File: config.mk
export PLATFORM = sky130hd
export DESIGN_NAME = actrd_loop_gen
export DESIGN_NICKNAME = d
export VERILOG_FILES = /design/src/rtl/actrd_pkg.sv /design/src/rtl/actrd_span_calc.sv /design/src/rtl/actrd_seq_ctr.sv /design/src/rtl/actrd_bank_map.sv /design/src/rtl/actrd_loop_gen.sv
export SDC_FILE = /design/constraint.sdc
export NUM_CORES = 1
export LEC_CHECK = 0
export CAP_MARGIN = 20
export CORE_MARGIN = 5
export CORE_UTILIZATION = 65
export CTS_BUF_LIST = sky130_fd_sc_hd__clkbuf_16
export CTS_CLUSTER_DIAMETER = 30
export DETAILED_ROUTE_END_ITERATION = 8
export DONT_BUFFER_PORTS = 1
export PLACE_DENSITY = 0.81
export SETUP_SLACK_MARGIN = 0.4
export SYNTH_ARGS = -nofsm -noshare
export SYNTH_HDL_FRONTEND = slang
export SYNTH_SLANG_ARGS = --single-unit
File: constraint.sdc
create_clock -name clk -period 10.72 [get_ports clk]
set_clock_uncertainty 0.05 [all_clocks]
set_input_delay 2.144 -clock clk [delete_from_list [all_inputs] [get_ports clk]]
set_output_delay 2.144 -clock clk [all_outputs]
set_load 0.005 [all_outputs]
File: src/rtl/actrd_pkg.sv
package actrd_pkg;
  typedef enum logic [1:0] {
    CMD_DES = 2'b00,
    CMD_ACT = 2'b01,
    CMD_RDA = 2'b10
  } cmd_e;

  localparam int unsigned SLOTS_PER_WIN = 4;
  localparam int unsigned WINS_PER_LOOP = 4;
endpackage

File: src/rtl/actrd_span_calc.sv
module actrd_span_calc #(
  parameter int unsigned CW = 8,
  parameter int unsigned LW = CW + 4
) (
  input  logic [CW-1:0] rrd,
  input  logic [CW-1:0] faw,
  input  logic [CW-1:0] rc,
  output logic [LW-1:0] slot_len,
  output logic [LW-1:0] win_len,
  output logic [LW-1:0] loop_len
);
  localparam logic [LW-1:0] MIN_SLOT = LW'(4);

  logic [LW-1:0] rrd_w, faw_w, rc_w, four_slots, four_wins;

  always_comb begin
    rrd_w      = LW'(rrd);
    faw_w      = LW'(faw);
    rc_w       = LW'(rc);
    slot_len   = (rrd_w > MIN_SLOT) ? rrd_w : MIN_SLOT;
    four_slots = slot_len << 2;
    win_len    = (faw_w > four_slots) ? faw_w : four_slots;
    four_wins  = win_len << 2;
    loop_len   = (rc_w > four_wins) ? rc_w : four_wins;
  end
endmodule

File: src/rtl/actrd_seq_ctr.sv
module actrd_seq_ctr #(
  parameter int unsigned LW = 12
) (
  input  logic          clk,
  input  logic          rst_n,
  input  logic          run,
  input  logic [LW-1:0] slot_len,
  input  logic [LW-1:0] win_len,
  input  logic [LW-1:0] loop_len,
  output logic [2:0]    slot_idx,
  output logic [LW-1:0] slot_cyc,
  output logic [2:0]    win_idx,
  output logic          last_cycle
);
  logic [LW-1:0] win_cyc, loop_cyc;

  assign last_cycle = (loop_cyc == loop_len - LW'(1));

  always_ff @(posedge clk or negedge rst_n) begin
    if (!rst_n) begin
      slot_idx <= '0; slot_cyc <= '0; win_idx <= '0; win_cyc <= '0; loop_cyc <= '0;
    end else if (!run || last_cycle) begin
      slot_idx <= '0; slot_cyc <= '0; win_idx <= '0; win_cyc <= '0; loop_cyc <= '0;
    end else begin
      loop_cyc <= loop_cyc + LW'(1);
      if (win_idx < 3'd4) begin
        if (win_cyc == win_len - LW'(1)) begin
          win_cyc  <= '0;
          win_idx  <= win_idx + 3'd1;
          slot_idx <= '0;
          slot_cyc <= '0;
        end else begin
          win_cyc <= win_cyc + LW'(1);
          if (slot_idx < 3'd4) begin
            if (slot_cyc == slot_len - LW'(1)) begin
              slot_cyc <= '0;
              slot_idx <= slot_idx + 3'd1;
            end else begin
              slot_cyc <= slot_cyc + LW'(1);
            end
          end
        end
      end
    end
  end

  // window counter stays inside its span while a window is active
  a_r4_win_bound: assert property (@(posedge clk) disable iff (!rst_n)
    (run && win_idx < 3'd4) |-> (win_cyc < win_len));
  // loop counter never passes the loop length
  a_r6_loop_bound: assert property (@(posedge clk) disable iff (!rst_n)
    run |-> (loop_cyc < loop_len));
  // slot phase stays inside the slot length
  a_r3_slot_bound: assert property (@(posedge clk) disable iff (!rst_n)
    (run && slot_idx < 3'd4) |-> (slot_cyc < slot_len));
endmodule

File: src/rtl/actrd_bank_map.sv
module actrd_bank_map (
  input  logic [1:0] win,
  input  logic [1:0] slot,
  output logic [1:0] bg,
  output logic [1:0] ba
);
  always_comb begin
    bg = {win[1], slot[0]};
    ba = slot + {1'b0, win[0]};
  end
endmodule

File: src/rtl/actrd_loop_gen.sv
module actrd_loop_gen #(
  parameter int unsigned CW = 8
) (
  input  logic          clk,
  input  logic          rst_n,
  input  logic          start,
  input  logic [CW-1:0] cfg_rrd,
  input  logic [CW-1:0] cfg_faw,
  input  logic [CW-1:0] cfg_rc,
  output logic [1:0]    cmd_o,
  output logic [1:0]    bg_o,
  output logic [1:0]    ba_o,
  output logic          loop_done_o
);
  import actrd_pkg::*;

  localparam int unsigned LW = CW + 4;

  logic [CW-1:0] rrd_q, faw_q, rc_q;
  logic [LW-1:0] slot_len, win_len, loop_len, slot_cyc;
  logic [2:0]    slot_idx, win_idx;
  logic          last_cycle, in_slot;
  logic [1:0]    map_bg, map_ba;
  cmd_e          cmd;

  always_ff @(posedge clk or negedge rst_n) begin
    if (!rst_n) begin
      rrd_q <= '0; faw_q <= '0; rc_q <= '0;
    end else if (!start) begin
      rrd_q <= cfg_rrd; faw_q <= cfg_faw; rc_q <= cfg_rc;
    end
  end

  actrd_span_calc #(.CW(CW), .LW(LW)) u_span (
    .rrd(rrd_q), .faw(faw_q), .rc(rc_q),
    .slot_len(slot_len), .win_len(win_len), .loop_len(loop_len)
  );

  actrd_seq_ctr #(.LW(LW)) u_seq (
    .clk(clk), .rst_n(rst_n), .run(start),
    .slot_len(slot_len), .win_len(win_len), .loop_len(loop_len),
    .slot_idx(slot_idx), .slot_cyc(slot_cyc), .win_idx(win_idx),
    .last_cycle(last_cycle)
  );

  actrd_bank_map u_map (
    .win(win_idx[1:0]), .slot(slot_idx[1:0]), .bg(map_bg), .ba(map_ba)
  );

  always_comb begin
    in_slot = start && (win_idx < 3'd4) && (slot_idx < 3'd4);
    if (in_slot && slot_cyc == '0)             cmd = CMD_ACT;
    else if (in_slot && slot_cyc == LW'(1))    cmd = CMD_RDA;
    else                                       cmd = CMD_DES;
  end

  assign cmd_o       = cmd;
  assign bg_o        = (cmd == CMD_DES) ? 2'b00 : map_bg;
  assign ba_o        = (cmd == CMD_DES) ? 2'b00 : map_ba;
  assign loop_done_o = start && last_cycle;

  // activate spacing monitor
  logic [LW-1:0] act_gap;
  logic          act_seen;
  always_ff @(posedge clk or negedge rst_n) begin
    if (!rst_n) begin
      act_gap <= '0; act_seen <= 1'b0;
    end else if (!start) begin
      act_gap <= '0; act_seen <= 1'b0;
    end else if (cmd_o == 2'b01) begin
      act_gap <= LW'(1); act_seen <= 1'b1;
    end else if (act_gap != '1) begin
      act_gap <= act_gap + LW'(1);
    end
  end

  a_r1_idle_quiet: assert property (@(posedge clk) disable iff (!rst_n)
    !start |-> (cmd_o == 2'b00 && !loop_done_o));
  a_r2_legal_code: assert property (@(posedge clk) disable iff (!rst_n)
    cmd_o != 2'b11);
  a_r2_act_then_rda: assert property (@(posedge clk) disable iff (!rst_n)
    (cmd_o == 2'b01) |=> (!start || (cmd_o == 2'b10 && $stable(bg_o) && $stable(ba_o))));
  a_r3_act_spacing: assert property (@(posedge clk) disable iff (!rst_n)
    (cmd_o == 2'b01 && act_seen) |-> (act_gap >= slot_len));
  a_r6_done_pulse: assert property (@(posedge clk) disable iff (!rst_n)
    loop_done_o |=> !loop_done_o);
  a_r6_done_on_des: assert property (@(posedge clk) disable iff (!rst_n)
    loop_done_o |-> (cmd_o == 2'b00));
  a_r9_des_zero: assert property (@(posedge clk) disable iff (!rst_n)
    (cmd_o == 2'b00) |-> (bg_o == 2'b00 && ba_o == 2'b00));
endmodule

==> results.cfg, run 1 <==
[die]
dieWidth_um = 100
die_area_um2 = 10100
core.rowCount = 33
initial_standard_cell_utilization_of_the_core_pct = 65.6
ioPinCount = 34
die_y_um = 100
core_um2 = 8090

[synthesis]
syn_inst = 605
async_flop_share_pct = 100
synth_top_area_cell = sky130_fd_sc_hd__dfrtp_1
yosysUniqueCellTypes = 72
synth_most_common_cell = sky130_fd_sc_hd__dfrtp_1
netlist_top_cells_area = sky130_fd_sc_hd__dfrtp_1, sky130_fd_sc_hd__mux2_2, sky130_fd_sc_hd__ha_1
number_of_enable_type_register_cells_in_the_synthesized_netlist = 0
synth_top_flop_cell = sky130_fd_sc_hd__dfrtp_1
yosysSeqAreaShare_pct = 31.1
ys.warnings.count = 0
cell_types_with_the_highest_counts_after_synthesis = sky130_fd_sc_hd__dfrtp_1, sky130_fd_sc_hd__nor2_1, sky130_fd_sc_hd__a21oi_1
syn_area_um2 = 5310
avgSynthCellArea_um2 = 8.78
yosysTopAreaCellShare_pct = 31.1
post_synthesis_register_bit_count = 66
synth.net_count = 655

[routing]
detail_route.iter0.violations = 300
drt-pass1-iter-count = 5
drt_wl_total_um = 14700
wl_per_cell_um = 21.0
final_antenna_net_count = 0
drc_errors = 0
dr_total_vias = 4715
via_per_inst = 6.73

[global_routing]
grt_use_total_pct = 29.8
grt_pass1_vias = 4605
grt_remaining_overflow = 0
grt_antenna_before_repair = 0
pin_count_of_the_biggest_net_entering_global_routing = 67
global_route_wire_length_before_repair_um = 23500

[worst_setup_path]
critical_path_class = reg -> out
cp-end-kind = output pin
timing.critical_path.fanout_max = 18
ff2ff_path_depth = 25
worst-endpoint-arrival_ps = 6270
cp.required_ps = 8530
rrSetupSlack_ps = 3610
regToRegStartpoint = rrd_q[6]
r2r-end = u_seq.slot_cyc[7]
cp-start-kind = flop

[placement]
dpl.hpwl_um = 11000
gp_congestion = 0.926
port_buffers = 0
placedCellCount = 684
place_area_um2 = 5310

[layout]
layout-drive-gt1-share_pct = 11.4
final-instance-count-excl-fill = 701
area.growth.synth_to_final_pct = 6.31
design.final.nets = 641
postLayoutCellArea_um2 = 5650

[timing]
setup_repair_after_global_routing_missed_its_margin = false
fin_setup_tns_ps = 0
slew_headroom_pct = 45.2
setup_viol = 0
tightest_slew_ps = 814
maxClockFrequency_mhz = 118
final_min_period_over_clock_period_pct = 79.0
finalHoldViolations = 0
final-max-slew-violation-count = 0
minimum_period_implied_by_the_final_worst_setup_slack_ps = 8470

[pwr]
static-leakage-power_nw = 2.32
max-vdd-ir-drop_mv = 0.0858
power_density_of_the_placed_cells_nw_per_um2 = 139

[clock_tree]
ctsHtreeMaxLevel = 3
tritoncts = done
cts_post_setup_buffers_inserted = 0
cts-root-buf = sky130_fd_sc_hd__clkbuf_16
clk_pin_slew_ps = 60
cts_buffers = 9
postCtsResizedCells = 0
clock_sink_count = 66
cts_hold_buffers = 0
clock_latency_at_the_later_pin_of_the_worst_skew_pair_ps = 340
cts_max_path_buffers = 2

[status]
outcome = complete, no violations

[worst_hold_path]
min_delay_worst_type = reg -> reg
timing.hold.worst_path_depth = 1
min_from = u_seq.slot_idx[0]
hold_end = u_seq.slot_idx[0]

[job]
max_cap_violations = 0
layout make-up:
| type | count | area (µm²) |
|---|---|---|
| clock buffer | 9 | 225 |
| timing repair buffer | 4 | 35.0 |
| multi-input combinational | 482 | 3400 |
| fill | 671 | 2450 |
| clock inverter | 6 | 92.6 |
| sequential | 66 | 1650 |
| antenna | 1 | 2.50 |
| tap | 105 | 131 |
| inverter | 28 | 105 |
metal layers:
layer | vias up | track usage (%) | share of wire [%]
li1 | 2218 | - | -
met1 | 2288 | 36.5 | 42
met2 | 164 | 50.2 | 49
met3 | 45 | 5.63 | 5.6
met4 | 0 | 14.3 | 3.7
met5 | - | 0 | 0
layout by cell type (no fill, tap or decap), types with 6 or more instances in the layout:
master                      count
sky130_fd_sc_hd__xor2_1        15
sky130_fd_sc_hd__nor3_1        18
sky130_fd_sc_hd__nor4_1         7
sky130_fd_sc_hd__a21o_1         6
sky130_fd_sc_hd__and3_1        13
sky130_fd_sc_hd__and2_1         8
sky130_fd_sc_hd__nand3_1       17
sky130_fd_sc_hd__nor2_1        61
sky130_fd_sc_hd__nand2_1       31
sky130_fd_sc_hd__xnor2_1       32
sky130_fd_sc_hd__mux2i_1       12
sky130_fd_sc_hd__a211o_1        6
sky130_fd_sc_hd__inv_1         27
sky130_fd_sc_hd__a21oi_1       33
sky130_fd_sc_hd__dfrtp_1       66
sky130_fd_sc_hd__ha_1          23
sky130_fd_sc_hd__or2_2          6
sky130_fd_sc_hd__nand4_1       12
sky130_fd_sc_hd__mux2_2        27
sky130_fd_sc_hd__o21ai_0       27
sky130_fd_sc_hd__clkbuf_16      9
sky130_fd_sc_hd__nand3b_1       6
sky130_fd_sc_hd__a211oi_1       6
sky130_fd_sc_hd__or3_1         11
state kept, by name, summed over array words and instances, names as in the netlist:
name and cells:
u_seq.win_idx 3, u_seq.slot_cyc 12, faw_q 8, u_seq.win_cyc 12, u_seq.slot_idx 3, rc_q 8, rrd_q 8, u_seq.loop_cyc 12
worst max-delay path, stage by stage, from the launching register on:
cell and delay (ps):
sky130_fd_sc_hd__dfrtp_1 510, sky130_fd_sc_hd__nor4_1 610, sky130_fd_sc_hd__a21o_1 420, sky130_fd_sc_hd__inv_1 110, sky130_fd_sc_hd__ha_1 300, sky130_fd_sc_hd__and4_1 280, sky130_fd_sc_hd__o21ai_2 160, sky130_fd_sc_hd__a21oi_2 150
sky130_fd_sc_hd__buf_4 250, sky130_fd_sc_hd__mux2i_1 330, sky130_fd_sc_hd__ha_1 290, sky130_fd_sc_hd__and4_1 160, sky130_fd_sc_hd__a41o_1 250, sky130_fd_sc_hd__a31o_1 240, sky130_fd_sc_hd__a31oi_4 390, sky130_fd_sc_hd__nand2_1 110
sky130_fd_sc_hd__ha_1 300, sky130_fd_sc_hd__xnor2_1 130, sky130_fd_sc_hd__a211oi_1 220, sky130_fd_sc_hd__o211a_1 170, sky130_fd_sc_hd__nand4_1 170, sky130_fd_sc_hd__nor4_1 190, sky130_fd_sc_hd__and2_1 180
through the flow:
| step | hold slack (ps) | power [mW] | utilization [%] | worst slack [ps] |
|---|---|---|---|---|
| floorplan | 434 | 0.421 | - | 3070 |
| global placement | 485 | 0.458 | 65.7 | 2940 |
| detailed placement | 483 | 0.461 | 65.7 | 2720 |
| CTS | 498 | 0.784 | 69.6 | 2350 |
| global route | 519 | 0.815 | 69.7 | 1840 |
| finish | 501 | 0.784 | 69.8 | 2250 |
power breakdown:
part / switching (mW) / total, mW / internal [mW]
logic: 0.103 / 0.176 / 0.0732
clock network: 0.120 / 0.324 / 0.203
registers: 0.0238 / 0.285 / 0.261
total: 0.247 / 0.784 / 0.537
worst max path at each step:
stage | from | to | slack, ps | cells past startpoint
floorplan | rrd_q[6] | loop_done_o | 3070 | 25
global placement | rrd_q[6] | loop_done_o | 2940 | 22
detailed placement | rrd_q[6] | loop_done_o | 2720 | 22
CTS | rrd_q[6] | loop_done_o | 2350 | 22
global route | rrd_q[6] | loop_done_o | 1840 | 22
finish | rrd_q[6] | loop_done_o | 2250 | 22
logic make-up (layout without fill, tap and decap cells):
| kind of cell | Yosys count | count (layout) | share of synthesized area (%) |
|---|---|---|---|
| adders and majority gates | 23 | 23 | 5.42 |
| and+or+nand+nor | 217 | 217 | 21.3 |
| AOI/OAI and AO/OA | 155 | 155 | 21.2 |
| other | 0 | 1 | 0 |
| muxes | 40 | 40 | 8.41 |
| DFF | 66 | 66 | 31.1 |
| buffers and inverters | 57 | 47 | 4.83 |
| xor gates and xnor gates | 47 | 47 | 7.75 |
No activity file was read; power rests on OpenSTA's default activity.
==> run 2: changes to the inputs <==
--- a/config.mk
+++ b/config.mk
@@ -5,6 +5,7 @@
 export SDC_FILE = /design/constraint.sdc
 export NUM_CORES = 1
 export LEC_CHECK = 0
+export ABC_AREA = 1
 export CAP_MARGIN = 20
 export CORE_MARGIN = 5
 export CORE_UTILIZATION = 65
==> constraint.sdc (replaced) <==
create_clock -name clk -period 8.1 [get_ports clk]
set_clock_uncertainty 0.05 [all_clocks]
set_input_delay 1.62 -clock clk [delete_from_list [all_inputs] [get_ports clk]]
set_output_delay 1.62 -clock clk [all_outputs]
set_load 0.005 [all_outputs]
==> run 2 against run 1 <==
Die area fell by 1.2%. Non-clock buffer count shrank 3. Critical path depth increased by 10. Wire length is 6.8% lower. Core utilization rose by 1.8 points. Area after synthesis decreased by 1.4%. Synthesized cell count rose by 28%. Flip-flop and latch count stayed put. Global-route usage is 0.75 points lower. Setup slack lost 1100 ps. First-iteration DRC count up 19%.
==> results.cfg, run 2 <==
[timing]
finalHoldViolations = 0
holdWs_ps = 462
maxClockFrequency_mhz = 144
tightest_slew_ps = 627
setup_slack_ps = 1180
setup_repair_after_global_routing_missed_its_margin = false
fin_setup_tns_ps = 0
setup_viol = 0
final-max-slew-violation-count = 0
final_min_period_over_clock_period_pct = 85.5
minimum_period_implied_by_the_final_worst_setup_slack_ps = 6920
slew_headroom_pct = 58.0

[layout]
n_antenna_cell = 0
design.final.nets = 818
layout-drive-gt1-share_pct = 8.15
largest_registers_in_the_final_layout = u_seq.loop_cyc (12), u_seq.slot_cyc (12), u_seq.win_cyc (12)
post-route-util_pct = 71.6
area.growth.synth_to_final_pct = 6.74
mostFrequentLayoutCells = sky130_fd_sc_hd__nand2_1, sky130_fd_sc_hd__inv_1, sky130_fd_sc_hd__nand3_1, sky130_fd_sc_hd__nor2_1, sky130_fd_sc_hd__dfrtp_1
final_common_cell = sky130_fd_sc_hd__nand2_1
fill_cells = 654

[routing]
drc_errors = 0
dr_total_vias = 5046
via_per_inst = 5.77
drt_wl_total_um = 13700
final_antenna_net_count = 0
drt-pass1-iter-count = 5
wl_per_cell_um = 15.7
detail_route.iter0.violations = 358

[die]
core_um2 = 7810
core.rowCount = 32
dieWidth_um = 99.8
die_area_um2 = 9960
ioPinCount = 34
die_y_um = 99.8
initial_standard_cell_utilization_of_the_core_pct = 67.1

[worst_hold_path]
hold_end = rrd_q[0]
timing.hold.worst_path_depth = 2
min_delay_worst_type = reg -> reg
min_from = rrd_q[0]

[job]
max_cap_violations = 0

[clock_tree]
cts-root-buf = sky130_fd_sc_hd__clkbuf_16
clk_pin_slew_ps = 70
ctsHtreeMaxLevel = 3
clock_latency_at_the_later_pin_of_the_worst_skew_pair_ps = 340
cts_hold_buffers = 0
cts_post_setup_buffers_inserted = 0
postCtsResizedCells = 0
cts_buffers = 9
cts_max_path_buffers = 2
tritoncts = done
clock_sink_count = 66

[worst_setup_path]
rrSetupSlack_ps = 2520
regToRegStartpoint = rrd_q[7]
r2r-end = u_seq.slot_cyc[8]
cp.required_ps = 6430
cp-end-kind = output pin
ff2ff_path_depth = 35
cp-start-kind = flop
critPathMostFrequentCell = sky130_fd_sc_hd__nand2_1
worst-endpoint-arrival_ps = 5250
critical_path_class = reg -> out
worst_path_largest_cell_delay_ps = 460
critical-path-slowest-cell = sky130_fd_sc_hd__dfrtp_1
timing.critical_path.fanout_max = 11

[pwr]
power_density_of_the_placed_cells_nw_per_um2 = 200
max-vdd-ir-drop_mv = 0.132
total_power_mw = 1.12
static-leakage-power_nw = 2.80

[synthesis]
avgSynthCellArea_um2 = 6.77
ys.warnings.count = 0
yosysUniqueCellTypes = 35
synth_top_flop_cell = sky130_fd_sc_hd__dfrtp_1
yosysSeqAreaShare_pct = 31.5
post_synthesis_register_bit_count = 66
synth.net_count = 824
number_of_enable_type_register_cells_in_the_synthesized_netlist = 0
cell_types_with_the_highest_counts_after_synthesis = sky130_fd_sc_hd__nand2_1, sky130_fd_sc_hd__inv_1, sky130_fd_sc_hd__nand3_1
synth_top_area_cell = sky130_fd_sc_hd__dfrtp_1
async_flop_share_pct = 100
syn_area_um2 = 5240
yosysTopAreaCellShare_pct = 31.5
netlist_top_cells_area = sky130_fd_sc_hd__dfrtp_1, sky130_fd_sc_hd__nand2_1, sky130_fd_sc_hd__nand3_1
syn_inst = 774
synth_most_common_cell = sky130_fd_sc_hd__nand2_1

[global_routing]
pin_count_of_the_biggest_net_entering_global_routing = 67
grt_use_total_pct = 29.0
grt_remaining_overflow = 0
global_route_wire_length_before_repair_um = 23500
grt_antenna_before_repair = 0
grt_pass1_vias = 4972

[status]
outcome = complete, no violations

[placement]
port_buffers = 0
dpl.hpwl_um = 10200
gp_congestion = 0.959
place_ws_ps = 1660
[run 2: changes by cell type after synthesis, sizes merged, moves of 10 or more]
| cell | change |
|---|---|
| a21oi | -31 |
| and3 | -13 |
| clkbuf | -11 |
| inv | +72 |
| mux2 | -27 |
| mux2i | -13 |
| nand2 | +216 |
| nand3 | +66 |
| nand4 | +15 |
| nor2 | +25 |
| o21ai | +10 |
| or3 | -11 |
| xnor2 | -27 |
| xor2 | +15 |
[run 2: final cells by class]
class                   count  area (µm²)  share of cell area (%)
repair buffers              1        15.0                   0.269
well taps                 102         128                    2.28
clock inverters             7         124                    2.22
multi-input cells         589        3070                    54.8
flip-flops and latches     66        1650                    29.5
inverters                 101         382                    6.82
clock buffers               9         225                    4.03
[run 2: metrics by stage]
step                cell area, µm²  instances
global route                  5590        875
global placement              5230        858
floorplan                     5240        774
finish                        5590        875
CTS                           5580        874
detailed placement            5230        858
[run 2: how the worst max path moves through the flow]
stage | start | end | cells after the start
4_1_cts | rrd_q[6] | loop_done_o | 33
3_5_place_dp | rrd_q[6] | loop_done_o | 33
3_3_place_gp | rrd_q[6] | loop_done_o | 33
2_1_floorplan | rrd_q[6] | loop_done_o | 34
6_report | rrd_q[7] | loop_done_o | 32
5_1_grt | rrd_q[6] | loop_done_o | 32
[run 2: per-layer routing]
layer / vias to the layer above / track usage [%] / share of wire, %
met1: 2323 / 37.6 / 43
met3: 33 / 4.45 / 6.7
met5: - / 0 / 0
met4: 0 / 10.1 / 2.5
met2: 216 / 49.3 / 48
li1: 2474 / - / -
[run 2: worst max-delay path, delay by kind of cell (launching register included)]
family	cells	cell delay, ps
adder cells (fa/ha/maj)	2	610
AO/OA/AOI/OAI	2	460
AND/OR/NAND/NOR	24	2880
buffers and inverters	4	500
flip-flops	1	460
[run 2: power by group]
group	switching, mW	internal (mW)	total [mW]
Clock	0.157	0.303	0.460
Sequential	0.0216	0.348	0.370
Combinational	0.197	0.0916	0.289
[run 2: logic make-up (layout without fill, tap and decap cells)]
| kind of cell | Yosys count | in the layout | share of synthesized area (%) |
|---|---|---|---|
| AOI/OAI and AO/OA | 56 | 56 | 5.97 |
| xor gates and xnor gates | 35 | 35 | 5.85 |
| adders and majority gates | 23 | 23 | 5.49 |
| buffers and inverters | 119 | 118 | 9.94 |
| DFF | 66 | 66 | 31.5 |
| and+or+nand+nor | 475 | 475 | 41.2 |
==> run 3: changes to the inputs <==
--- a/config.mk
+++ b/config.mk
@@ -13,8 +13,9 @@
 export CTS_CLUSTER_DIAMETER = 30
 export DETAILED_ROUTE_END_ITERATION = 8
 export DONT_BUFFER_PORTS = 1
-export PLACE_DENSITY = 0.81
+export PLACE_DENSITY = 0.79
 export SETUP_SLACK_MARGIN = 0.4
 export SYNTH_ARGS = -nofsm -noshare
 export SYNTH_HDL_FRONTEND = slang
 export SYNTH_SLANG_ARGS = --single-unit
+export TNS_END_PERCENT = 5
==> run 3 against run 2 <==
Critical path depth shrank 2. Largest cell class unchanged. Maximum frequency is 0.54% higher. Highest routed layer unchanged. Sequential power hardly changed. Final area shrank 1.5%. Core utilization fell by 1.1 points. Setup slack improved by 37 ps. Combinational power is essentially flat. Power fell by 9.3%. Worst hold slack worse by 1.9 ps. Flip-flop and latch count is the same. First-iteration DRC count increased by 0.28%.
==> results.cfg, run 3 (same netlist as run 2, synthesis figures left out) <==
[status]
outcome = complete, no violations

[die]
dieWidth_um = 99.8
core_um2 = 7810
initial_standard_cell_utilization_of_the_core_pct = 67.1
ioPinCount = 34
die_y_um = 99.8
die_area_um2 = 9960
core.rowCount = 32

[worst_setup_path]
timing.critical_path.fanout_max = 11
critical-path-slowest-cell = sky130_fd_sc_hd__dfrtp_1
critPathMostFrequentCell = sky130_fd_sc_hd__nand2_1
worst-endpoint-arrival_ps = 5220
cp_num_buf_inv = 3
critical_path_class = reg -> out
worst_path_largest_cell_delay_ps = 440
cp-start-kind = flop
cp_top_family = simple AND/OR/NAND/NOR gates
cp-end-kind = output pin
cp.required_ps = 6430

[clock_tree]
cts-root-buf = sky130_fd_sc_hd__clkbuf_16
cts_post_setup_buffers_inserted = 0
clock_sink_count = 66
cts_max_path_buffers = 2
clk_pin_slew_ps = 50
clock_latency_at_the_later_pin_of_the_worst_skew_pair_ps = 330
cts_buffers = 9
ctsHtreeMaxLevel = 3
postCtsResizedCells = 0
tritoncts = done
cts_hold_buffers = 0

[global_routing]
grt_use_total_pct = 28.6
grt_remaining_overflow = 0
grt_antenna_before_repair = 0
grt_pass1_vias = 4895
pin_count_of_the_biggest_net_entering_global_routing = 67
global_route_wire_length_before_repair_um = 23100

[layout]
n_antenna_cell = 0
fill_cells = 685
mostFrequentLayoutCells = sky130_fd_sc_hd__nand2_1, sky130_fd_sc_hd__inv_1, sky130_fd_sc_hd__nand3_1, sky130_fd_sc_hd__nor2_1, sky130_fd_sc_hd__dfrtp_1
design.final.nets = 818
final_common_cell = sky130_fd_sc_hd__nand2_1
layout-drive-gt1-share_pct = 7.89
area.growth.synth_to_final_pct = 5.09
final-instance-count-excl-fill = 875
largest_registers_in_the_final_layout = u_seq.loop_cyc (12), u_seq.slot_cyc (12), u_seq.win_cyc (12)
post-route-util_pct = 70.5
postLayoutCellArea_um2 = 5510

[pwr]
total_power_mw = 1.01
max-vdd-ir-drop_mv = 0.115
power_density_of_the_placed_cells_nw_per_um2 = 184
static-leakage-power_nw = 2.76

[timing]
finalHoldViolations = 0
final-max-slew-violation-count = 0
setup_repair_after_global_routing_missed_its_margin = false
minimum_period_implied_by_the_final_worst_setup_slack_ps = 6890
maxClockFrequency_mhz = 145
setup_slack_ps = 1210
final_min_period_over_clock_period_pct = 85.0
setup_viol = 0
fin_setup_tns_ps = 0
tightest_slew_ps = 639
holdWs_ps = 460
slew_headroom_pct = 57.2

[job]
max_cap_violations = 0

[routing]
via_per_inst = 5.83
drc_errors = 0
drt-pass1-iter-count = 6
drt_wl_total_um = 13600
detail_route.iter0.violations = 359
final_antenna_net_count = 0
wl_per_cell_um = 15.5
dr_total_vias = 5105

[placement]
gp_congestion = 0.932
placedCellCount = 859
port_buffers = 0
place_area_um2 = 5240
dpl.hpwl_um = 10200
place_ws_ps = 1700

[worst_hold_path]
min_delay_worst_type = reg -> reg
==> run 3: cell count changes in the layout (fill, tap and decap cells not counted) <==
| cell | previous run | this run |
|---|---|---|
| sky130_fd_sc_hd__buf_4 | 0 | 1 |
| sky130_fd_sc_hd__buf_8 | 1 | 0 |
| sky130_fd_sc_hd__bufinv_16 | 3 | 0 |
| sky130_fd_sc_hd__clkinv_1 | 1 | 2 |
| sky130_fd_sc_hd__clkinv_2 | 0 | 1 |
| sky130_fd_sc_hd__clkinvlp_4 | 1 | 2 |
| sky130_fd_sc_hd__inv_1 | 91 | 92 |
| sky130_fd_sc_hd__inv_6 | 2 | 1 |
==> run 3: worst paths after layout <==
check	start	end	slack, ps	depth (start not counted)
setup / recovery	rrd_q[6]	loop_done_o	1210	30
hold / removal	rrd_q[1]	rrd_q[1]	460	2
setup reg to reg	rrd_q[6]	u_seq.win_cyc[7]	2530	33
hold reg to reg	rrd_q[1]	rrd_q[1]	460	2
max in group asynchronous	rst_n	u_seq.loop_cyc[7]	6960	0
min in group asynchronous	rst_n	faw_q[5]	930	0
==> run 3: where the power goes <==
part,switching [mW],internal (mW)
Sequential,0.0206,0.348
Combinational,0.199,0.0911
Clock,0.150,0.206
==> run 3: worst min-delay path, cell delays in order (launching register included) <==
cell and delay (ps):
sky130_fd_sc_hd__dfrtp_1 360, sky130_fd_sc_hd__nand2_1 60, sky130_fd_sc_hd__nand2_1 60
==> run 3: final cells by class <==
cell class,count,area [µm²],share of cell area (%)
clock buffers,9,225,4.09
well taps,102,128,2.32
inverters,101,382,6.93
multi-input cells,589,3070,55.7
repair buffers,1,7.51,0.136
flip-flops and latches,66,1650,30.0
clock inverters,7,45.0,0.818
==> run 3: metal layers <==
layer	vias up	GRT usage [%]	wire, µm
met4	0	10.4	337
met2	213	48.6	6560
li1	2477	-	-
met1	2377	36.1	5720
met5	-	0	0
met3	38	5.49	938
